$ cat src/rtl/sar_pkg.sv
package sar_pkg;

    typedef enum logic [1:0] {
        ST_IDLE  = 2'd0,
        ST_CLEAR = 2'd1,
        ST_TRIAL = 2'd2,
        ST_DONE  = 2'd3
    } sar_state_e;

endpackage

$ cat src/rtl/sar_sequencer.sv
module sar_sequencer
    import sar_pkg::*;
#(
    parameter int N = 8
) (
    input  logic         clk,
    input  logic         rst,
    input  logic         soc,
    output logic         start_acc,
    output logic         seed,
    output logic         decide,
    output logic         last,
    output logic         busy,
    output logic         done,
    output logic [N-1:0] mask
);

    localparam logic [N-1:0] MSB_ONE = {1'b1, {(N-1){1'b0}}};

    typedef struct packed {
        sar_state_e   st;
        logic [N-1:0] mask;
    } seq_t;

    seq_t seq_d, seq_q;

    always_comb begin
        seq_d = seq_q;
        unique case (seq_q.st)
            ST_IDLE, ST_DONE: begin
                if (soc) begin
                    seq_d.st   = ST_CLEAR;
                    seq_d.mask = '0;
                end
            end
            ST_CLEAR: begin
                seq_d.st   = ST_TRIAL;
                seq_d.mask = MSB_ONE;
            end
            ST_TRIAL: begin
                if (seq_q.mask[0]) begin
                    seq_d.st   = ST_DONE;
                    seq_d.mask = '0;
                end else begin
                    seq_d.mask = seq_q.mask >> 1;
                end
            end
            default: seq_d = '{st: ST_IDLE, mask: '0};
        endcase
    end

    always_ff @(posedge clk) begin
        if (rst) begin
            seq_q <= '{st: ST_IDLE, mask: '0};
        end else begin
            seq_q <= seq_d;
        end
    end

    assign busy      = (seq_q.st == ST_CLEAR) || (seq_q.st == ST_TRIAL);
    assign done      = (seq_q.st == ST_DONE);
    assign seed      = (seq_q.st == ST_CLEAR);
    assign decide    = (seq_q.st == ST_TRIAL);
    assign last      = decide && seq_q.mask[0];
    assign start_acc = soc && !busy;
    assign mask      = seq_q.mask;

    // the clearing cycle is always followed by the MSB trial
    assert_msb_follows_clear_R3: assert property (@(posedge clk) disable iff (rst)
        seed |=> (decide && mask[N-1]));

    // exactly one bit under test in every trial cycle
    assert_one_bit_under_test_R4: assert property (@(posedge clk) disable iff (rst)
        decide |-> ($countones(mask) == 1));

endmodule

$ cat src/rtl/sar_approx_reg.sv
module sar_approx_reg #(
    parameter int N = 8
) (
    input  logic         clk,
    input  logic         rst,
    input  logic         clear,
    input  logic         seed,
    input  logic         decide,
    input  logic         cmp_gt,
    input  logic [N-1:0] mask,
    output logic [N-1:0] code_q,
    output logic [N-1:0] code_d
);

    typedef struct packed {
        logic [N-1:0] code;
    } areg_t;

    areg_t areg_d, areg_q;
    logic [N-1:0] bit_nxt;

    for (genvar i = 0; i < N; i++) begin : g_bit
        if (i == N - 1) begin : g_top
            assign bit_nxt[i] = clear  ? 1'b0 :
                                seed   ? 1'b1 :
                                (decide && mask[i]) ? cmp_gt :
                                areg_q.code[i];
        end else begin : g_low
            assign bit_nxt[i] = clear  ? 1'b0 :
                                seed   ? 1'b0 :
                                (decide && mask[i])   ? cmp_gt :
                                (decide && mask[i+1]) ? 1'b1   :
                                areg_q.code[i];
        end

        // decided bit takes the comparator value sampled at the edge
        assert_bit_decision_R4: assert property (@(posedge clk) disable iff (rst)
            (decide && mask[i] && !clear) |=> (code_q[i] == $past(cmp_gt)));
    end

    always_comb begin
        areg_d.code = bit_nxt;
    end

    always_ff @(posedge clk) begin
        if (rst) begin
            areg_q <= '0;
        end else begin
            areg_q <= areg_d;
        end
    end

    assign code_q = areg_q.code;
    assign code_d = areg_d.code;

    // with no control active the register keeps its value
    assert_quiet_hold_R9: assert property (@(posedge clk) disable iff (rst)
        (!clear && !seed && !decide) |=> $stable(code_q));

endmodule

$ cat src/rtl/sar_conv_ctrl.sv
module sar_conv_ctrl #(
    parameter int N = 8
) (
    input  logic         clk,
    input  logic         rst,
    input  logic         soc,
    input  logic         cmp_gt,
    output logic [N-1:0] trial_code,
    output logic [N-1:0] result,
    output logic         busy,
    output logic         eoc
);

    typedef struct packed {
        logic [N-1:0] res;
    } top_t;

    logic         start_acc, seed, decide, last, seq_busy, seq_done;
    logic [N-1:0] mask, code_q, code_d;
    top_t         top_d, top_q;

    sar_sequencer #(.N(N)) u_seq (
        .clk       (clk),
        .rst       (rst),
        .soc       (soc),
        .start_acc (start_acc),
        .seed      (seed),
        .decide    (decide),
        .last      (last),
        .busy      (seq_busy),
        .done      (seq_done),
        .mask      (mask)
    );

    sar_approx_reg #(.N(N)) u_areg (
        .clk    (clk),
        .rst    (rst),
        .clear  (start_acc),
        .seed   (seed),
        .decide (decide),
        .cmp_gt (cmp_gt),
        .mask   (mask),
        .code_q (code_q),
        .code_d (code_d)
    );

    always_comb begin
        top_d = top_q;
        if (start_acc) begin
            top_d.res = '0;
        end else if (last) begin
            top_d.res = code_d;
        end
    end

    always_ff @(posedge clk) begin
        if (rst) begin
            top_q <= '0;
        end else begin
            top_q <= top_d;
        end
    end

    assign trial_code = code_q;
    assign result     = top_q.res;
    assign busy       = seq_busy;
    assign eoc        = seq_done;

    // reset clears everything
    assert_reset_state_R1: assert property (@(posedge clk)
        rst |=> (!busy && !eoc && trial_code == '0 && result == '0));

    // accepted start opens the clearing cycle
    assert_clear_cycle_R2: assert property (@(posedge clk) disable iff (rst)
        (soc && !busy) |=> (busy && !eoc && trial_code == '0));

    // completion after the LSB decision
    assert_completion_R6: assert property (@(posedge clk) disable iff (rst)
        last |=> (eoc && !busy && result == trial_code));

    // finished state holds until a new start
    assert_done_hold_R7: assert property (@(posedge clk) disable iff (rst)
        (eoc && !soc) |=> (eoc && $stable(result) && $stable(trial_code)));

    // a running conversion cannot be cut short or restarted
    assert_no_restart_R8: assert property (@(posedge clk) disable iff (rst)
        (busy && !last) |=> (busy && !eoc));

endmodule

$ cat config.mk
export PLATFORM = sky130hd
export DESIGN_NAME = sar_conv_ctrl
export DESIGN_NICKNAME = d
export VERILOG_FILES = /design/src/rtl/sar_pkg.sv /design/src/rtl/sar_sequencer.sv /design/src/rtl/sar_approx_reg.sv /design/src/rtl/sar_conv_ctrl.sv
export SDC_FILE = /design/constraint.sdc
export NUM_CORES = 1
export LEC_CHECK = 0
export BUFFER_PORTS_ARGS = -buffer_cell sky130_fd_sc_hd__buf_2
export CAP_MARGIN = 0
export CORE_ASPECT_RATIO = 0.6
export CORE_MARGIN = 2
export CORE_UTILIZATION = 47
export DETAILED_ROUTE_END_ITERATION = 8
export PLACE_DENSITY = 0.74
export SETUP_SLACK_MARGIN = 0.05
export SLEW_MARGIN = 5
export SYNTH_ARGS = -nofsm -noshare
export SYNTH_HDL_FRONTEND = slang
export SYNTH_SLANG_ARGS = --single-unit
$ cat constraint.sdc
create_clock -name clk -period 1.7 [get_ports clk]
set_input_delay 0.17 -clock clk [delete_from_list [all_inputs] [get_ports clk]]
set_output_delay 0.17 -clock clk [all_outputs]
set_load 0.02 [all_outputs]
==> metrics.md, run 1 <==
| Metric | Value |
|---|---|
| GRT Overall Usage | between 15 and 20% |
| Port bufs | 21 |
| Hold WC Path Type | input pin to flip-flop |
| Filler cell count | around 200 |
| Syn Area/Cell | around 9 µm² |
| Synth top area cells | dfxtp_1 (46%), nor2_1 (5.3%), a21oi_1 (4.9%), a22oi_1 (4.7%), ha_1 (4.4%) |
| Outcome | finished clean |
| Grt total ovfl | 0 |
| Starting DRC count in detailed routing | 39 |
| Post-synthesis sequential area ratio | 46.1% |
| Worst VDD drop | 0.640 mV |
| DRC Markers | 0 |
| Fin crit share | 89.7% |
| Critical Path RT | 1.85 ns |
| Pin count of the biggest net entering global routing | 14 |
| Yosys warns | 0 |
| Die H | between 40 and 50 µm |
| Worst path arrival time | between 1.5 and 2 ns |
| Antenna Cells | 0 |
| Clk pin slew, worst setup/hold paths | 0.08 ns |
| Combinational group share of total power | 30.6% |
| Die width | 67.3 µm |
| Global-route wire length before repair | 4170 µm |
| Total Power | around 1.5 mW |
| # rows | 13 |
| Worst-case clock skew | 0.00228 ns |
| Layout area overhead | 14.6% |
| CTS tree | done |
| Mapped Nets | 132 |
| P_leak | 0.512 nW |
| # setup viols final | 0 |
| Initial Utilization | 51.1% |
| Internal power | 0.978 mW |
| Initial antenna violation count | 0 |
| Hold Buf Count CTS | 0 |
| H-tree depth | 1 |
| PwrDens | 1140 mW/mm² |
| FMAX | 0.656 GHz |
| Hold Fails Final Rpt | 0 |
| Clock root cell | clkbuf_8 |
| Register area | about 520 µm² |
| GP Congestion | around 0.85 |
| Routed wire length | 2600 µm |
| Final instance count without filler cells | 173 |
| Sw Pwr | 0.496 mW |
| RSZ-0062 raised after global routing | false |
| CTS Buffer Depth | 2 |
| Area of the multi-input gates | 552 µm² |
| Vias | roughly 1000 |
| Cell taking the most area after synthesis | dfxtp_1 |
| Vias per cell | 5.83 |
| Top FF cell, synth | dfxtp_1 |
| Post-synthesis cell area | 0.00113 mm² |
| Sequential power share | a little under half |
| Num ports | 22 |
| DP Cell Count | 170 |
| Largest stage delay on the critical path | 0.38 ns |
| Mapped Cells | 124 |
| Yosys cell types | 28 |
| Clk network pwr share | 23.0% |
| Most frequent cell after synthesis | dfxtp_1 |
| Worst Setup Path Type | flip-flop to flip-flop |
| Switching share of power | 33.7% |
| Max-cap violation count | 0 |
| Top cell type's share of synthesized area | 46.1% |
| Worst skew pair latency | 0.27 ns |
| Total CTS buffers | 3 |
| Worst-Margin Slew | approximately 0.32 ns |
| Synth cell count leaders | dfxtp_1 (26), nor2_1 (16), a21oi_1 (11) |
| DR pass1 iterations | 4 |
| Layout cells sized above 1 | 22.4% |
| Crit. End Element | flip-flop |
| Post-layout min period | 1.53 ns |
| CP top delay family | flip-flops |
| Critical Path Fanout Max | 9 |
| DR WL/cell | between 15 and 20 µm |
| Dpl hpwl | roughly 1800 µm |
| Clk sink count | 26 |
| Startpoint types | flip-flop |
| Die area | 0.00283 mm² |
| Count of flip-flops with a built-in enable after synthesis | 0 |
| Ys async rst share | 0% |
| Setup TNS | 0 ns |
| Core area | about 0.0022 mm² |
| Vias in the first global route | 932 |
| WP buf/inv | 2 |
| NumNets Final | 153 |
| CP cell instances | inv_1, ha_2, and2b_1, buf_4, a22oi_1, nor2_1 |
| Pins Over Slew Limit | 0 |
| Max_slew headroom | 78.2% |
| Worst path slowest cell | dfxtp_2 |
| ANT nets after route | 0 |
| Yosys reg bits | 26 |
## logic make-up (layout without fill, tap and decap cells)
kind of cell	after synthesis	after routing	synth area share (%)
AOI/OAI and AO/OA	43	43	25.2
DFF	26	26	46.1
and+or+nand+nor	38	38	17.5
buffers and inverters	12	31	5.87
adders and majority gates	4	4	4.43
muxes	1	1	0.886
## power by group through the flow
stage                     Sequential, mW  Combinational [mW]  Clock, mW
after floorplan                    0.694               0.325          0
after global placement             0.690               0.404          0
after detailed placement           0.693               0.418          0
after CTS                          0.680               0.420      0.342
after global routing               0.688               0.490      0.369
final                              0.683               0.452      0.340
## repair_timing
item,4_1_cts,5_1_grt
setup buffers,0,0
hold endpoints to repair,0,0
resized for setup,0,3
setup endpoints to repair,0,12
## cell usage in the layout (no fill, tap or decap), drive strengths merged, types with 3 or more instances in the layout
master  instances
a21oi          11
a22oi           7
buf            24
clkbuf          3
dfxtp          26
ha              4
inv             4
nand2           8
nand3b          6
nor2           16
o211ai          4
o21a            6
o21ai           8
## metrics by stage
step / cell area [µm²] / utilization (%) / setup WS (ns) / hold WS [ns]
floorplan: 1130 / - / 0.117 / 0.345
global placement: 1240 / 56.2 / 0.219 / 0.437
detailed placement: 1240 / 56.2 / 0.142 / 0.443
CTS: 1280 / 58.1 / 0.0852 / 0.208
global route: 1290 / 58.5 / 0.0997 / 0.235
finish: 1290 / 58.5 / 0.175 / 0.221
## final cells by class
class                      count  share of cell area [%]
inverter                       4                    1.16
timing repair buffer          24                    9.86
clock buffer                   3                    3.19
tap                           30                    2.90
sequential                    26                    40.3
multi-input combinational     86                    42.6
## worst paths after layout
path                                startpoint              to  slack [ns]  cells past startpoint
worst max register to register  u_seq.seq_q[8]   u_seq.mask[1]        0.17                      6
worst min-delay path                       rst  u_seq.seq_q[8]        0.22                      2
worst max-delay path            u_seq.seq_q[8]   u_seq.mask[1]        0.17                      6
worst min register to register       result[3]       result[3]        0.46                      2
## state kept, by name, indices dropped and copies added (netlist names)
name	cells
u_seq.mask	8
result	8
u_areg.code_q	8
u_seq.seq_q	2
## routing by layer
layer	GRT usage, %	wire [µm]	up-vias
met5	0	0	-
li1	-	-	480
met4	8.98	63	0
met1	25.5	1200	480
met3	5.91	163	9
met2	30.9	1160	39
Power figures use the tool's default switching activity.
==> inputs of run 2 (changes only) <==
--- a/config.mk
+++ b/config.mk
@@ -7,7 +7,6 @@
 export LEC_CHECK = 0
 export BUFFER_PORTS_ARGS = -buffer_cell sky130_fd_sc_hd__buf_2
 export CAP_MARGIN = 0
-export CORE_ASPECT_RATIO = 0.6
 export CORE_MARGIN = 2
 export CORE_UTILIZATION = 47
 export DETAILED_ROUTE_END_ITERATION = 8
==> run 2 against run 1 <==
  * Sequential power about the same
  * Via count decreased by 6.0%
  * Total power decreased by 3.7%
  * Critical path depth decreased by 1
  * Fmax increased by 2.1%
  * Combinational power decreased by 3%
  * Clock-buffer cell count increased by 1
  * Critical endpoint is now u_seq.seq_q[8]
  * Highest routed layer unchanged
==> metrics.md, run 2 (synthesized netlist as in run 1, its figures left out) <==
| Metric | Value |
|---|---|
| Outcome | finished clean |
| Reg-to-Reg Start | u_seq.seq_q[8] |
| Die area | 0.00281 mm² (-0.46%) |
| Num ports | 22 (unchanged) |
| GP Congestion | 0.739 (-13%) |
| Worst path slowest cell | dfxtp_2 |
| Filler cell count | 210 (+5.5%) |
| CP startpoint | u_seq.seq_q[8] |
| Post-CTS Setup Bufs | 0 (unchanged) |
| Vias | 948 (-6.0%) |
| FMAX | 0.669 GHz (+2.1%) |
| Hold WC Path Type | input pin to flip-flop |
| Initial antenna violation count | 0 (unchanged) |
| Die H | 53.0 µm (+26%) |
| Layout area overhead | 14.0% |
| DRC Markers | 0 (unchanged) |
| R2R Setup Slk | 0.21 ns (+0.03 ns) |
| H-tree depth | 1 (unchanged) |
| Largest stage delay on the critical path | 0.39 ns (about the same) |
| Worst-case clock skew | 0.00396 ns (+0.00169 ns) |
| Post-layout util | 57.6% (-0.89 points) |
| Worst r2r dst | u_seq.seq_q[8] |
| P_leak | 0.512 nW (-0.11%) |
| Clk network pwr share | 21.0% (-2.0 points) |
| Clk pin slew, worst setup/hold paths | 0.13 ns (+0.05 ns) |
| NumNets Final | 153 (unchanged) |
| R2R depth | 5 (-1) |
| Commonest non-fill, non-tap cell in the layout | dfxtp_1 |
| Crit. End Element | flip-flop |
| Total Power | 1.42 mW (-3.7%) |
| Worst VDD drop | 0.654 mV (+2.2%) |
| Internal power | 0.949 mW (-3.0%) |
| Critical Path Fanout Max | 5 (-4) |
| Worst skew pair latency | 0.31 ns (+0.04 ns) |
| CP cell instances | inv_1, ha_2, and2b_1, or3_1, a21oi_1 |
| Critical Path RT | 1.94 ns (+0.09 ns) |
| Core area | 0.00223 mm² (+0.96%) |
| DR pass1 iterations | 4 (unchanged) |
| Max-cap violation count | 0 (unchanged) |
| Worst-Margin Slew | 0.353 ns (+0.0302 ns) |
| CTS tree | done |
| Antenna Cells | 0 (unchanged) |
| DP Cell Count | 168 (-1.2%) |
| WHS | 0.156 ns (-0.0651 ns) |
| Starting DRC count in detailed routing | 23 (-41%) |
| Port bufs | 21 (unchanged) |
| Switching share of power | 33.2% (-0.49 points) |
| Routed wire length | 2300 µm (-12%) |
| Layout cells sized above 1 | 22.9% (+0.54 points) |
| DR WL/cell | 13.3 µm (-11%) |
| Combinational group share of total power | 31.0% (+0.4 points) |
| Hold Fails Final Rpt | 0 (unchanged) |
| # rows | 17 (+4) |
| Pins Over Slew Limit | 0 (unchanged) |
| Post-layout min period | 1.49 ns (-0.0309 ns) |
| Clock root cell | clkbuf_4 |
| RSZ-0062 raised after global routing | false |
| Die width | 53.0 µm (-21%) |
| GRT Overall Usage | 17.9% (-2.0 points) |
| Max_slew headroom | 76.1% (-2.0 points) |
| Final instance count without filler cells | 172 (-0.58%) |
| Worst Setup Path Type | flip-flop to flip-flop |
| Worst path arrival time | 1.74 ns (+0.06 ns) |
| Register area | 522 µm² (unchanged) |
| Startpoint types | flip-flop |
| Vias in the first global route | 831 (-11%) |
| Total CTS buffers | 3 (unchanged) |
| Pin count of the biggest net entering global routing | 15 (+1) |
| Fin crit share | 87.9% (-1.8 points) |
| Commonest cells after routing, fill and taps aside | dfxtp_1 (25), buf_2 (21), nor2_1 (16) |
| CTS Buffer Depth | 2 (unchanged) |
| Critical path endpoint | u_seq.seq_q[8] |
| Dpl hpwl | 1610 µm (-11%) |
| Global-route wire length before repair | 3730 µm (-11%) |
| Initial Utilization | 50.6% (-0.49 points) |
| Grt total ovfl | 0 (unchanged) |
| Vias per cell | 5.51 (-5.4%) |
| Sequential power share | 48.0% (+1.7 points) |
| Setup TNS | 0 ns (unchanged) |
| PwrDens | 1100 mW/mm² (-3.1%) |
| Clk sink count | 26 (unchanged) |
| Sw Pwr | 0.471 mW (-5.1%) |
| # setup viols final | 0 (unchanged) |
| ANT nets after route | 0 (unchanged) |
| Area of the multi-input gates | 552 µm² (unchanged) |
run 2: cell types whose count changed in the layout (fill, tap and decap cells not counted), sizes merged:
cell,before,now
clkbuf,3,4
run 2: power by group through the flow:
stage | clock network [mW] | logic (mW) | registers [mW]
finish | 0.299 | 0.440 | 0.682
global route | 0.332 | 0.488 | 0.689
CTS | 0.308 | 0.416 | 0.678
detailed placement | 0 | 0.412 | 0.692
global placement | 0 | 0.400 | 0.688
floorplan | 0 | 0.325 | 0.694
run 2: what timing repair did:
item,CTS,global route
setup endpoints to repair,0,8
resized for setup,0,3
hold buffers,0,0
endpoints found under the hold margin,0,0
run 2: worst max-delay path, delay by kind of cell (launching register included):
| kind | cells | cell delay (ns) |
|---|---|---|
| and+or+nand+nor | 2 | 0.53 |
| adders and majority gates | 1 | 0.32 |
| AOI/OAI and AO/OA | 1 | 0.13 |
| buffers and inverters | 1 | 0.06 |
| DFF | 1 | 0.39 |
run 2: worst min-delay path by stage:
stage / slack (ns) / end / cells after the start / start
after floorplan: 0.35 / result[0] / 2 / cmp_gt
after global placement: 0.44 / result[0] / 2 / result[0]
after detailed placement: 0.45 / result[5] / 2 / result[5]
after CTS: 0.15 / u_seq.seq_q[9] / 2 / rst
after global routing: 0.16 / u_seq.mask[6] / 2 / rst
final: 0.16 / u_seq.seq_q[9] / 2 / rst
run 2: area by class of cell:
cell class	instances	share of cell area [%]
Clock buffer	4	2.82
Sequential cell	26	40.5
Inverter	4	1.17
Tap cell	28	2.72
Timing Repair Buffer	24	9.91
Multi-Input combinational cell	86	42.9
run 2: stage by stage:
step	area, µm²	setup slack, ns
after floorplan	1130	0.117
after global placement	1240	0.212
after detailed placement	1240	0.152
after CTS	1280	0.115
after global routing	1290	0.0776
final	1290	0.206
run 2: metal layers:
layer	track usage, %	share of wire [%]	up-vias
li1	-	-	480
met1	25.4	48	449
met2	26.7	46	17
met3	3.67	4.7	2
met4	6.41	0.61	0
met5	0	0	-
